**src/rtl/l1act_pkg.sv**
```systemverilog
package l1act_pkg;

    typedef enum logic [3:0] {
        ST_RESET   = 4'd0,
        ST_F3_OFF  = 4'd1,
        ST_F3_ON   = 4'd2,
        ST_F3_WAIT = 4'd3,
        ST_F4      = 4'd4,
        ST_F5      = 4'd5,
        ST_F6      = 4'd6,
        ST_F7      = 4'd7,
        ST_F8      = 4'd8
    } l1_state_e;

    // Indications received from the transceiver
    localparam logic [3:0] IND_DEACT      = 4'h0;
    localparam logic [3:0] IND_RESET      = 4'h1;
    localparam logic [3:0] IND_TEST       = 4'h2;
    localparam logic [3:0] IND_SLIP       = 4'h3;
    localparam logic [3:0] IND_RESYNC     = 4'h4;
    localparam logic [3:0] IND_DEACT6     = 4'h5;
    localparam logic [3:0] IND_ERROR      = 4'h6;
    localparam logic [3:0] IND_PWRUP      = 4'h7;
    localparam logic [3:0] IND_ACT_REQ    = 4'h8;
    localparam logic [3:0] IND_LOOP_REQ   = 4'hA;
    localparam logic [3:0] IND_CODE_VIOL  = 4'hB;
    localparam logic [3:0] IND_ACT8       = 4'hC;
    localparam logic [3:0] IND_ACT10      = 4'hD;
    localparam logic [3:0] IND_ACT_LOOP   = 4'hE;
    localparam logic [3:0] IND_CLOCKS_OFF = 4'hF;

    // Commands sent to the transceiver
    localparam logic [3:0] CMD_TIMING    = 4'h0;
    localparam logic [3:0] CMD_RESET     = 4'h1;
    localparam logic [3:0] CMD_SEND_POS  = 4'h2;
    localparam logic [3:0] CMD_SEND_CONT = 4'h3;
    localparam logic [3:0] CMD_ACT8      = 4'h8;
    localparam logic [3:0] CMD_ACT10     = 4'h9;
    localparam logic [3:0] CMD_LOOP      = 4'hA;
    localparam logic [3:0] CMD_DEACT     = 4'hF;

    typedef enum logic [1:0] {
        EV_NONE   = 2'd0,
        EV_IND    = 2'd1,
        EV_ACT    = 2'd2,
        EV_EXPIRE = 2'd3
    } l1_ev_kind_e;

    typedef struct packed {
        l1_ev_kind_e kind;
        logic [3:0]  code;
    } l1_event_t;

endpackage

```
**src/rtl/l1act_event_sel.sv**
```systemverilog
module l1act_event_sel
    import l1act_pkg::*;
(
    input  logic       ind_valid,
    input  logic [3:0] ind_code,
    input  logic       act_req,
    input  logic       exp_pend,
    output l1_event_t  ev,
    output logic       exp_ack
);

    // One event per cycle: indication, then request, then timer expiry.
    always_comb begin
        ev.kind = EV_NONE;
        ev.code = 4'h0;
        exp_ack = 1'b0;
        if (ind_valid) begin
            ev.kind = EV_IND;
            ev.code = ind_code;
        end else if (act_req) begin
            ev.kind = EV_ACT;
        end else if (exp_pend) begin
            ev.kind = EV_EXPIRE;
            exp_ack = 1'b1;
        end
    end

endmodule

```
**src/rtl/l1act_t3_timer.sv**
```systemverilog
module l1act_t3_timer #(
    parameter int unsigned T3_CYCLES = 8000
) (
    input  logic clk,
    input  logic rst_n,
    input  logic arm,
    input  logic cancel,
    input  logic ack,
    output logic pend
);

    localparam int unsigned CW = $clog2(T3_CYCLES + 1);
    localparam logic [CW-1:0] T3_LOAD = CW'(T3_CYCLES);
    localparam logic [CW-1:0] ONE     = CW'(1);

    typedef struct packed {
        logic [CW-1:0] cnt;
        logic          pend;
    } t3_regs_t;

    t3_regs_t t3_q, t3_d;

    always_comb begin
        t3_d = t3_q;
        if (cancel) begin
            t3_d.cnt  = '0;
            t3_d.pend = 1'b0;
        end else if (arm) begin
            t3_d.cnt  = T3_LOAD;
            t3_d.pend = 1'b0;
        end else begin
            if (ack) begin
                t3_d.pend = 1'b0;
            end
            if (t3_q.cnt != '0) begin
                t3_d.cnt = t3_q.cnt - ONE;
                if (t3_q.cnt == ONE) begin
                    t3_d.pend = 1'b1;
                end
            end
        end
    end

    always_ff @(posedge clk) begin
        if (!rst_n) begin
            t3_q <= '0;
        end else begin
            t3_q <= t3_d;
        end
    end

    assign pend = t3_q.pend;

    // a restart reloads the full window and drops any old expiry
    assert_arm_reload_R5: assert property (@(posedge clk) disable iff (!rst_n)
        (arm && !cancel) |=> (t3_q.cnt == T3_LOAD && !pend));

    // cancellation leaves neither a count nor a pending expiry
    assert_cancel_clears_R4: assert property (@(posedge clk) disable iff (!rst_n)
        cancel |=> (t3_q.cnt == '0 && !pend));

    // an expiry that is not taken stays pending
    assert_pend_held_R12: assert property (@(posedge clk) disable iff (!rst_n)
        (pend && !ack && !cancel && !arm) |=> pend);

endmodule

```
**src/rtl/l1act_fsm.sv**
```systemverilog
module l1act_fsm
    import l1act_pkg::*;
(
    input  logic       clk,
    input  logic       rst_n,
    input  l1_event_t  ev,
    output l1_state_e  state,
    output logic       cmd_valid,
    output logic [3:0] cmd_code,
    output logic       act_ind,
    output logic       deact_ind,
    output logic       t3_arm,
    output logic       t3_cancel
);

    typedef struct packed {
        l1_state_e  state;
        logic       cmd_v;
        logic [3:0] cmd;
        logic       act;
        logic       deact;
    } fsm_regs_t;

    fsm_regs_t fsm_q, fsm_d;

    always_comb begin
        fsm_d       = fsm_q;
        fsm_d.cmd_v = 1'b0;
        fsm_d.cmd   = 4'h0;
        fsm_d.act   = 1'b0;
        fsm_d.deact = 1'b0;
        t3_arm      = 1'b0;
        t3_cancel   = 1'b0;

        unique case (ev.kind)
            EV_IND: begin
                case (ev.code)
                    IND_RESET, IND_ERROR: begin
                        fsm_d.state = ST_RESET;
                        fsm_d.cmd_v = 1'b1;
                        fsm_d.cmd   = CMD_DEACT;
                        fsm_d.deact = (fsm_q.state == ST_F7);
                    end
                    IND_ACT8: begin
                        if (fsm_q.state != ST_F7) begin
                            fsm_d.state = ST_F7;
                            fsm_d.cmd_v = 1'b1;
                            fsm_d.cmd   = CMD_ACT8;
                            fsm_d.act   = 1'b1;
                            t3_cancel   = 1'b1;
                        end
                    end
                    IND_CLOCKS_OFF: begin
                        if (fsm_q.state inside {ST_RESET, ST_F3_WAIT, ST_F4,
                                                ST_F5, ST_F6, ST_F8}) begin
                            fsm_d.state = ST_F3_OFF;
                        end
                    end
                    IND_ACT_REQ: begin
                        if (fsm_q.state inside {ST_RESET, ST_F3_OFF, ST_F3_WAIT,
                                                ST_F5, ST_F8}) begin
                            fsm_d.state = ST_F6;
                        end else if (fsm_q.state == ST_F7) begin
                            fsm_d.state = ST_F6;
                            fsm_d.deact = 1'b1;
                        end
                    end
                    IND_RESYNC: begin
                        if (fsm_q.state inside {ST_F3_OFF, ST_F3_WAIT, ST_F4}) begin
                            fsm_d.state = ST_F5;
                        end else if (fsm_q.state == ST_F6) begin
                            fsm_d.state = ST_F8;
                        end else if (fsm_q.state == ST_F7) begin
                            fsm_d.state = ST_F8;
                            fsm_d.deact = 1'b1;
                        end
                    end
                    IND_PWRUP: begin
                        if (fsm_q.state == ST_F3_OFF) begin
                            fsm_d.state = ST_F4;
                        end
                    end
                    IND_DEACT: begin
                        if (fsm_q.state inside {ST_F5, ST_F7, ST_F8}) begin
                            fsm_d.state = ST_F3_WAIT;
                            fsm_d.cmd_v = 1'b1;
                            fsm_d.cmd   = CMD_DEACT;
                            fsm_d.deact = (fsm_q.state == ST_F7);
                        end
                    end
                    IND_DEACT6: begin
                        if (fsm_q.state == ST_F6) begin
                            fsm_d.state = ST_F3_WAIT;
                            fsm_d.cmd_v = 1'b1;
                            fsm_d.cmd   = CMD_DEACT;
                        end
                    end
                    default: ;
                endcase
            end
            EV_ACT: begin
                if (fsm_q.state == ST_F3_OFF) begin
                    fsm_d.cmd_v = 1'b1;
                    fsm_d.cmd   = CMD_ACT8;
                    t3_arm      = 1'b1;
                end
            end
            EV_EXPIRE: begin
                if (fsm_q.state inside {ST_F3_OFF, ST_F4, ST_F5, ST_F6, ST_F8}) begin
                    fsm_d.cmd_v = 1'b1;
                    fsm_d.cmd   = CMD_DEACT;
                    fsm_d.deact = 1'b1;
                end
            end
            default: ;
        endcase
    end

    always_ff @(posedge clk) begin
        if (!rst_n) begin
            fsm_q <= '{state: ST_RESET, cmd_v: 1'b0, cmd: 4'h0, act: 1'b0, deact: 1'b0};
        end else begin
            fsm_q <= fsm_d;
        end
    end

    assign state     = fsm_q.state;
    assign cmd_valid = fsm_q.cmd_v;
    assign cmd_code  = fsm_q.cmd;
    assign act_ind   = fsm_q.act;
    assign deact_ind = fsm_q.deact;

    // the state register never holds an unused code
    assert_state_legal_R1: assert property (@(posedge clk) disable iff (!rst_n)
        (fsm_q.state <= ST_F8));

    // reset or error indication always lands in the reset state with a deactivate command
    assert_reset_ind_R2: assert property (@(posedge clk) disable iff (!rst_n)
        (ev.kind == EV_IND && (ev.code == IND_RESET || ev.code == IND_ERROR))
        |=> (state == ST_RESET && cmd_valid && cmd_code == CMD_DEACT));

    // an activation pulse comes only with the full-activation state and its command
    assert_act_pulse_R4: assert property (@(posedge clk) disable iff (!rst_n)
        act_ind |-> (state == ST_F7 && cmd_valid && cmd_code == CMD_ACT8));

    // activation and deactivation pulses are exclusive
    assert_pulse_excl_R11: assert property (@(posedge clk) disable iff (!rst_n)
        !(act_ind && deact_ind));

    // a timer expiry never moves the state
    assert_expire_keeps_R9: assert property (@(posedge clk) disable iff (!rst_n)
        (ev.kind == EV_EXPIRE) |=> (state == $past(state)));

endmodule

```
**src/rtl/isdn_l1_act_ctrl.sv**
```systemverilog
module isdn_l1_act_ctrl
    import l1act_pkg::*;
#(
    parameter int unsigned T3_CYCLES = 8000
) (
    input  logic       clk,
    input  logic       rst_n,
    input  logic       ind_valid,
    input  logic [3:0] ind_code,
    input  logic       act_req,
    input  logic       deact_req,
    output logic       cmd_valid,
    output logic [3:0] cmd_code,
    output logic       act_ind,
    output logic       deact_ind,
    output logic [3:0] l1_state,
    output logic       tx_allowed
);

    l1_event_t ev;
    l1_state_e state;
    logic      exp_pend;
    logic      exp_ack;
    logic      t3_arm;
    logic      t3_cancel;

    l1act_event_sel u_sel (
        .ind_valid (ind_valid),
        .ind_code  (ind_code),
        .act_req   (act_req),
        .exp_pend  (exp_pend),
        .ev        (ev),
        .exp_ack   (exp_ack)
    );

    l1act_t3_timer #(.T3_CYCLES(T3_CYCLES)) u_t3 (
        .clk    (clk),
        .rst_n  (rst_n),
        .arm    (t3_arm),
        .cancel (t3_cancel),
        .ack    (exp_ack),
        .pend   (exp_pend)
    );

    l1act_fsm u_fsm (
        .clk       (clk),
        .rst_n     (rst_n),
        .ev        (ev),
        .state     (state),
        .cmd_valid (cmd_valid),
        .cmd_code  (cmd_code),
        .act_ind   (act_ind),
        .deact_ind (deact_ind),
        .t3_arm    (t3_arm),
        .t3_cancel (t3_cancel)
    );

    assign l1_state   = state;
    assign tx_allowed = (state == ST_F7);

    // a lone deactivation request has no effect at the ports
    assert_deact_req_inert_R10: assert property (@(posedge clk) disable iff (!rst_n)
        (deact_req && !ind_valid && !act_req && !exp_pend)
        |=> (!cmd_valid && !act_ind && !deact_ind && $stable(l1_state)));

    // an indication pre-empts a coincident request (no activate command results)
    assert_ind_first_R12: assert property (@(posedge clk) disable iff (!rst_n)
        (ind_valid && act_req && ind_code != IND_ACT8) |=> !(cmd_valid && cmd_code == CMD_ACT8));

endmodule

```
**config.mk**
```make
export PLATFORM = sky130hd
export DESIGN_NAME = isdn_l1_act_ctrl
export DESIGN_NICKNAME = d
export VERILOG_FILES = /design/src/rtl/l1act_pkg.sv /design/src/rtl/l1act_event_sel.sv /design/src/rtl/l1act_t3_timer.sv /design/src/rtl/l1act_fsm.sv /design/src/rtl/isdn_l1_act_ctrl.sv
export SDC_FILE = /design/constraint.sdc
export NUM_CORES = 1
export LEC_CHECK = 0
export ABC_AREA = 1
export ABC_CLOCK_PERIOD_IN_PS = 4140
export BUFFER_PORTS_ARGS = -buffer_cell sky130_fd_sc_hd__buf_2
export CORE_ASPECT_RATIO = 1.75
export CORE_UTILIZATION = 40
export DETAILED_ROUTE_END_ITERATION = 8
export GPL_ROUTABILITY_DRIVEN = 0
export PLACE_DENSITY_LB_ADDON = 0.05
export SYNTH_ARGS = -nofsm -noshare
export SYNTH_HDL_FRONTEND = slang
export SYNTH_SLANG_ARGS = --single-unit
```
**constraint.sdc**
```tcl
create_clock -name clk -period 4.14 [get_ports clk]
set_input_delay 0.828 -clock clk [delete_from_list [all_inputs] [get_ports clk]]
set_output_delay 0.828 -clock clk [all_outputs]
set_load 0.02 [all_outputs]
```
### After elaboration in Yosys (flattened, before gate mapping)

Index checks and enable logic that the tools add are counted.

* eq/ne operators: 27
* $add $sub $neg: 1
* reduce and logical (&&, ||, !) cells: 15
* bitwise logic cells: 1
* muxes and demuxes: 39

Operators by type and width (count)
* $eq A4 B3 Y1 const B: 8
* $mux W4: 8
* $pmux W4 S8: 1
* $mux W14: 2
* $pmux W5 S4: 1
* $mux W9: 2
* $eq A4 B4 Y1 const B: 4
* $mux W1: 16
* $pmux W5 S3: 1
* $eq A13 B1 Y1 const B: 1
* $reduce_bool A13 Y1: 1
* $sub A13 B1 Y13 const B: 1
* $mux W10: 1
* $mux W5: 2
* $ne A2 B1 Y1 const B: 5
* $reduce_bool A5 Y1: 2
* $reduce_and A9 Y1: 1
* $eq A4 B1 Y1 const B: 2
* $logic_not A4 Y1: 2
* $reduce_bool A8 Y1: 1
* $mux W2: 3
* $reduce_bool A3 Y1: 2
* $reduce_bool A6 Y1: 1
* $eq A2 B2 Y1 const B: 2
* other kinds (12): 13

* flip-flop bits (word level): 25
* input port bits: 9
* word-level logic and storage cells: 91

### Longest topological paths before layout

* depth in word-level cells: 7
* mapped depth: 11
* gate-level depth less buffers: 11

### Cells and area by module

Synthesis repeated with hierarchy kept, for this count alone.

* cells, all modules: 274
* area, all modules: 1665.3 um2

Modules (own cells, without submodules)
* l1act_t3_timer: sequential area each 280.3 um2, times used 1, cells each 116, area each 803.3 um2
* l1act_fsm: sequential area each 160.2 um2, times used 1, cells each 139, area each 788.3 um2
* l1act_event_sel: sequential area each 0.0 um2, times used 1, cells each 15, area each 56.3 um2
* isdn_l1_act_ctrl: sequential area each 0.0 um2, times used 1, cells each 4, area each 17.5 um2

### Worst setup path after synthesis

Ideal clock, no wire load.

* path type: register -> output
* from: register u_fsm.fsm_q (netlist bit u_fsm.state[1])
* to: output port tx_allowed
* arrival: 1005 ps
* required time: 3312 ps
* cell stages (with the launch flop): 3
* buffers on the path: 0
* path slack: 2307 ps
* path through: dfxtp_1 > nand2_1 > nor2_1

* cells in the longest elaborated chain, start to end: 1

Ends and longest elaborated chain
* from (decl): line l1act_fsm.sv:24 `fsm_regs_t fsm_q, fsm_d;`
* from (signal assigned): line l1act_fsm.sv:121 `fsm_q <= '{state: ST_RESET, cmd_v: 1'b0, cmd: 4'h0, act: 1'b0, deact: 1'b0};`
* from (signal assigned): line l1act_fsm.sv:123 `fsm_q <= fsm_d;`
* $eq A4 B3 Y1: line isdn_l1_act_ctrl.sv:59 `assign tx_allowed = (state == ST_F7);`
* to (decl): line isdn_l1_act_ctrl.sv:17 `output logic tx_allowed`

Every way passes these cells.

### Worst setup path in the final report

* from: register u_fsm.fsm_q (netlist bit u_fsm.state[0])
* to: output port tx_allowed

The elaborated chain is that of the path after synthesis.

==> impl_results.md <==
* Initial Util at 0.4162
* Largest family of logic cells by synthesized area: simple AND/OR/NAND/NOR gates
* Post-Synth Adder-Cell Area at 0.02510
* Slew margin rel. at 0.7626
* Vias/cell at 4.956
* Number of max-cap violations at 0
* 1st-pass router iterations at 4
* Post-Syn Nets at 244
* Setup tns final at 0 ns
* Initial antenna violation count at 0
* Post-CTS Resized at 0
* Synth Area in XOR/XNOR at 0.005858
* Hold Fails Final Rpt at 0
* Unrepaired setup endpoints after global routing: false
* 1st-iter DRT viols at 27
* Die width at ~48 µm
* Power Density at 552.0 nW/µm²
* H-tree depth at 1
* Max FO, Critical Path at 6
* # hold bufs at CTS at 0
* Tcrit/Tclk final at 0.5290
* Pin count of the biggest net entering global routing at 14
* Post-CTS setup buffers at 0
* Fin nets at 264
* GR Util All Layers at 0.2012
* Worst Hold Slack at between 0.4 and 0.5 ns
* First-pass GRT wire length at 5885 µm
* Reg2Reg Setup Slack at 2.49 ns
* Hold/Removal Path Class: flip-flop to flip-flop
* Remaining DRCs at 0
* Worst EP required at 3.31 ns
* Synth Area in Compound Gates at 0.09791
* Startpoint type of the worst setup path: flip-flop
* Area growth syn-to-layout at 12.72%
* Worst EP arrival at 1.36 ns
* Synth Area in Simple Gates at 0.4912
* Cts bufs inserted at 3
* Clk_skew at 0.006675 ns
* Vias post-DR at 1,472
* Multi-input gate area at 927.1 µm²
* Core Util, Final at 0.4692
* Mux cell area share after synthesis at 0
* Share of layout cells above drive strength 1 at 0.1952
* Filler cells at 410
* Critical path class: flip-flop to primary output
* Root Buffer: clkbuf_8
* Clock Sinks at 22
* Post-Synthesis Cell Area at 1495 µm²
* Die Area at 3996 µm²
* Seq cells post-synth at 22
* IO buf count at 19
* I/O pin cnt at 21
* Static leakage at 0.7981 nW
* Core area at 3592 µm²
* Critical path endpoint category: primary output
* Post-Syn Instances at 232
* Antenna cells at 0
* Placed inst area at 1614 µm²
* Crit-path cells: nand2_1 > nor2_1 > buf_2
* Vias in the first global route at around 1,400
* GRT Residual Overflow at 0
* Reg clk slew, reported paths at 0.08 ns
* Clock Tree Buf Depth at 2
* Sequential share of the synthesized area at 0.2946
* Status: complete, no violations
* Slowest cell on crit path: dfxtp_1
* Post-DRT Antenna Nets at 0
* CTS tree: built
* Worst Tran Pin Value at 0.3550 ns
* Dpl hpwl at 2917 µm
* Clock Latency Late Sink at 0.27 ns
* Final min period at 2.190 ns
* FP Rows at 29
* Routed length per placed instance at between 10 and 15 µm
* Worst path max stage delay at 0.44 ns
* VDD IR-drop max at between 0.3 and 0.4 mV
* Sequential cell area at 440.4 µm²
* Final Cell Area at 1685 µm²
* Final setup violation count at 0
* Max-slew violations at 0
* Die Y at 82.88 µm
* Ys Warns at 0
* Avg Inst Size Synth at between 6 and 7 µm²
* Post-synth cell types at 31
* Maximum clock rate at 456.7 MHz
* Post-Route WL at 3547 µm
[metal layers]
metal	up-vias	track usage	share of wire
met1	659	0.1866	0.37
met4	0	0.09848	0.038
met3	11	0.01739	0.019
li1	783	-	-
met5	-	0	0
met2	19	0.3806	0.57
[Yosys cell counts]
cell type / number / area, µm²
or2_2: 1 / 6.260
nor2_4: 4 / 45.04
nand4_1: 5 / 31.28
or3_1: 1 / 6.260
xnor2_1: 1 / 8.760
a31oi_1: 2 / 12.51
o211ai_1: 2 / 15.01
a21oi_2: 1 / 8.760
or2_0: 1 / 6.260
nor2_2: 7 / 43.79
inv_1: 23 / 86.33
nor3_1: 9 / 45.04
o21a_1: 1 / 7.510
clkinv_1: 1 / 3.750
nor2_1: 37 / 138.9
buf_4: 3 / 22.52
buf_6: 1 / 11.26
nand3_1: 17 / 85.08
nand3b_1: 3 / 22.52
a21boi_1: 1 / 7.510
nand3_2: 2 / 20.02
nand3_4: 1 / 17.52
nand2_1: 53 / 198.9
a21oi_1: 16 / 80.08
inv_2: 1 / 3.750
nand2_2: 8 / 50.05
o21ai_0: 3 / 15.01
ha_1: 3 / 37.54
dfxtp_1: 22 / 440.4
nand2_4: 1 / 11.26
nand2b_1: 1 / 6.260
[metrics by stage]
| stage | worst slack [ns] | power, mW | instances |
|---|---|---|---|
| final | 1.950 | 0.9302 | 297 |
| after floorplan | 2.307 | 0.6455 | 232 |
| after CTS | 1.965 | 0.9448 | 297 |
| after global placement | 1.876 | 0.7386 | 293 |
| after detailed placement | 1.864 | 0.7402 | 293 |
| after global routing | 1.873 | 1.024 | 297 |
[worst paths after layout]
path                                     start       endpoint  cells after the start
worst max-delay path            u_fsm.state[0]     tx_allowed                      3
worst min-delay path             u_t3.t3_q[12]  u_t3.t3_q[12]                      2
worst max register to register  u_fsm.state[0]   u_t3.t3_q[6]                      8
worst min register to register   u_t3.t3_q[12]  u_t3.t3_q[12]                      2
[cell usage in the layout, fill, tap and decap left out]
| master | instances |
|---|---|
| buf_2 | 19 |
| a21oi_2 | 1 |
| nand2_1 | 53 |
| a31oi_1 | 2 |
| nand2_4 | 1 |
| dfxtp_1 | 22 |
| nand3_2 | 2 |
| nand2_2 | 8 |
| o21ai_0 | 3 |
| nand3_1 | 17 |
| nand3_4 | 1 |
| a21boi_1 | 1 |
| inv_1 | 23 |
| nor2_2 | 7 |
| o211ai_1 | 2 |
| clkbuf_8 | 3 |
| or2_2 | 1 |
| nand3b_1 | 3 |
| nand2b_1 | 1 |
| or2_0 | 1 |
| clkinv_1 | 1 |
| o21a_1 | 1 |
| ha_1 | 3 |
| nor2_4 | 4 |
| a21oi_1 | 16 |
| or3_1 | 1 |
| bufinv_16 | 1 |
| inv_2 | 1 |
| nor3_1 | 9 |
| nand4_1 | 5 |
| xnor2_1 | 1 |
| nor2_1 | 37 |
[cells by family (layout without fill, tap and decap cells)]
kind of cell | count (synthesis) | in the layout
AO/OA/AOI/OAI | 26 | 26
AND/OR/NAND/NOR | 151 | 151
adder cells (fa/ha/maj) | 3 | 3
flip-flops | 22 | 22
buffers and inverters | 29 | 48
XOR/XNOR | 1 | 1
[power breakdown]
group	switching, mW	leakage [nW]	internal, mW	total, mW
Sequential	0.0442	0.180	0.264	0.308
Clock	0.0707	0.0357	0.129	0.200
Combinational	0.264	0.582	0.158	0.422
Total	0.379	0.798	0.551	0.930
[critical path: cells and delay by family (launching register included)]
kind	cells	cell delay, ns
DFF	1	0.44
and+or+nand+nor	2	0.42
buffers and inverters	1	0.23
[state kept, by name (all words and copies together), names as in the netlist]
| register | count |
|---|---|
| u_fsm.act_ind | 1 |
| u_fsm.cmd_code | 2 |
| u_fsm.deact_ind | 1 |
| u_fsm.state | 4 |
| u_t3.pend | 1 |
| u_t3.t3_q | 13 |
[layout make-up]
class / instances / area share
Multi-Input combinational cell: 181 / 0.5501
Sequential cell: 22 / 0.2613
Timing Repair Buffer: 19 / 0.05642
Inverter: 25 / 0.05568
Tap cell: 46 / 0.03415
Clock buffer: 3 / 0.02450
Clock inverter: 1 / 0.01782
(Power assumes the default switching activity.)
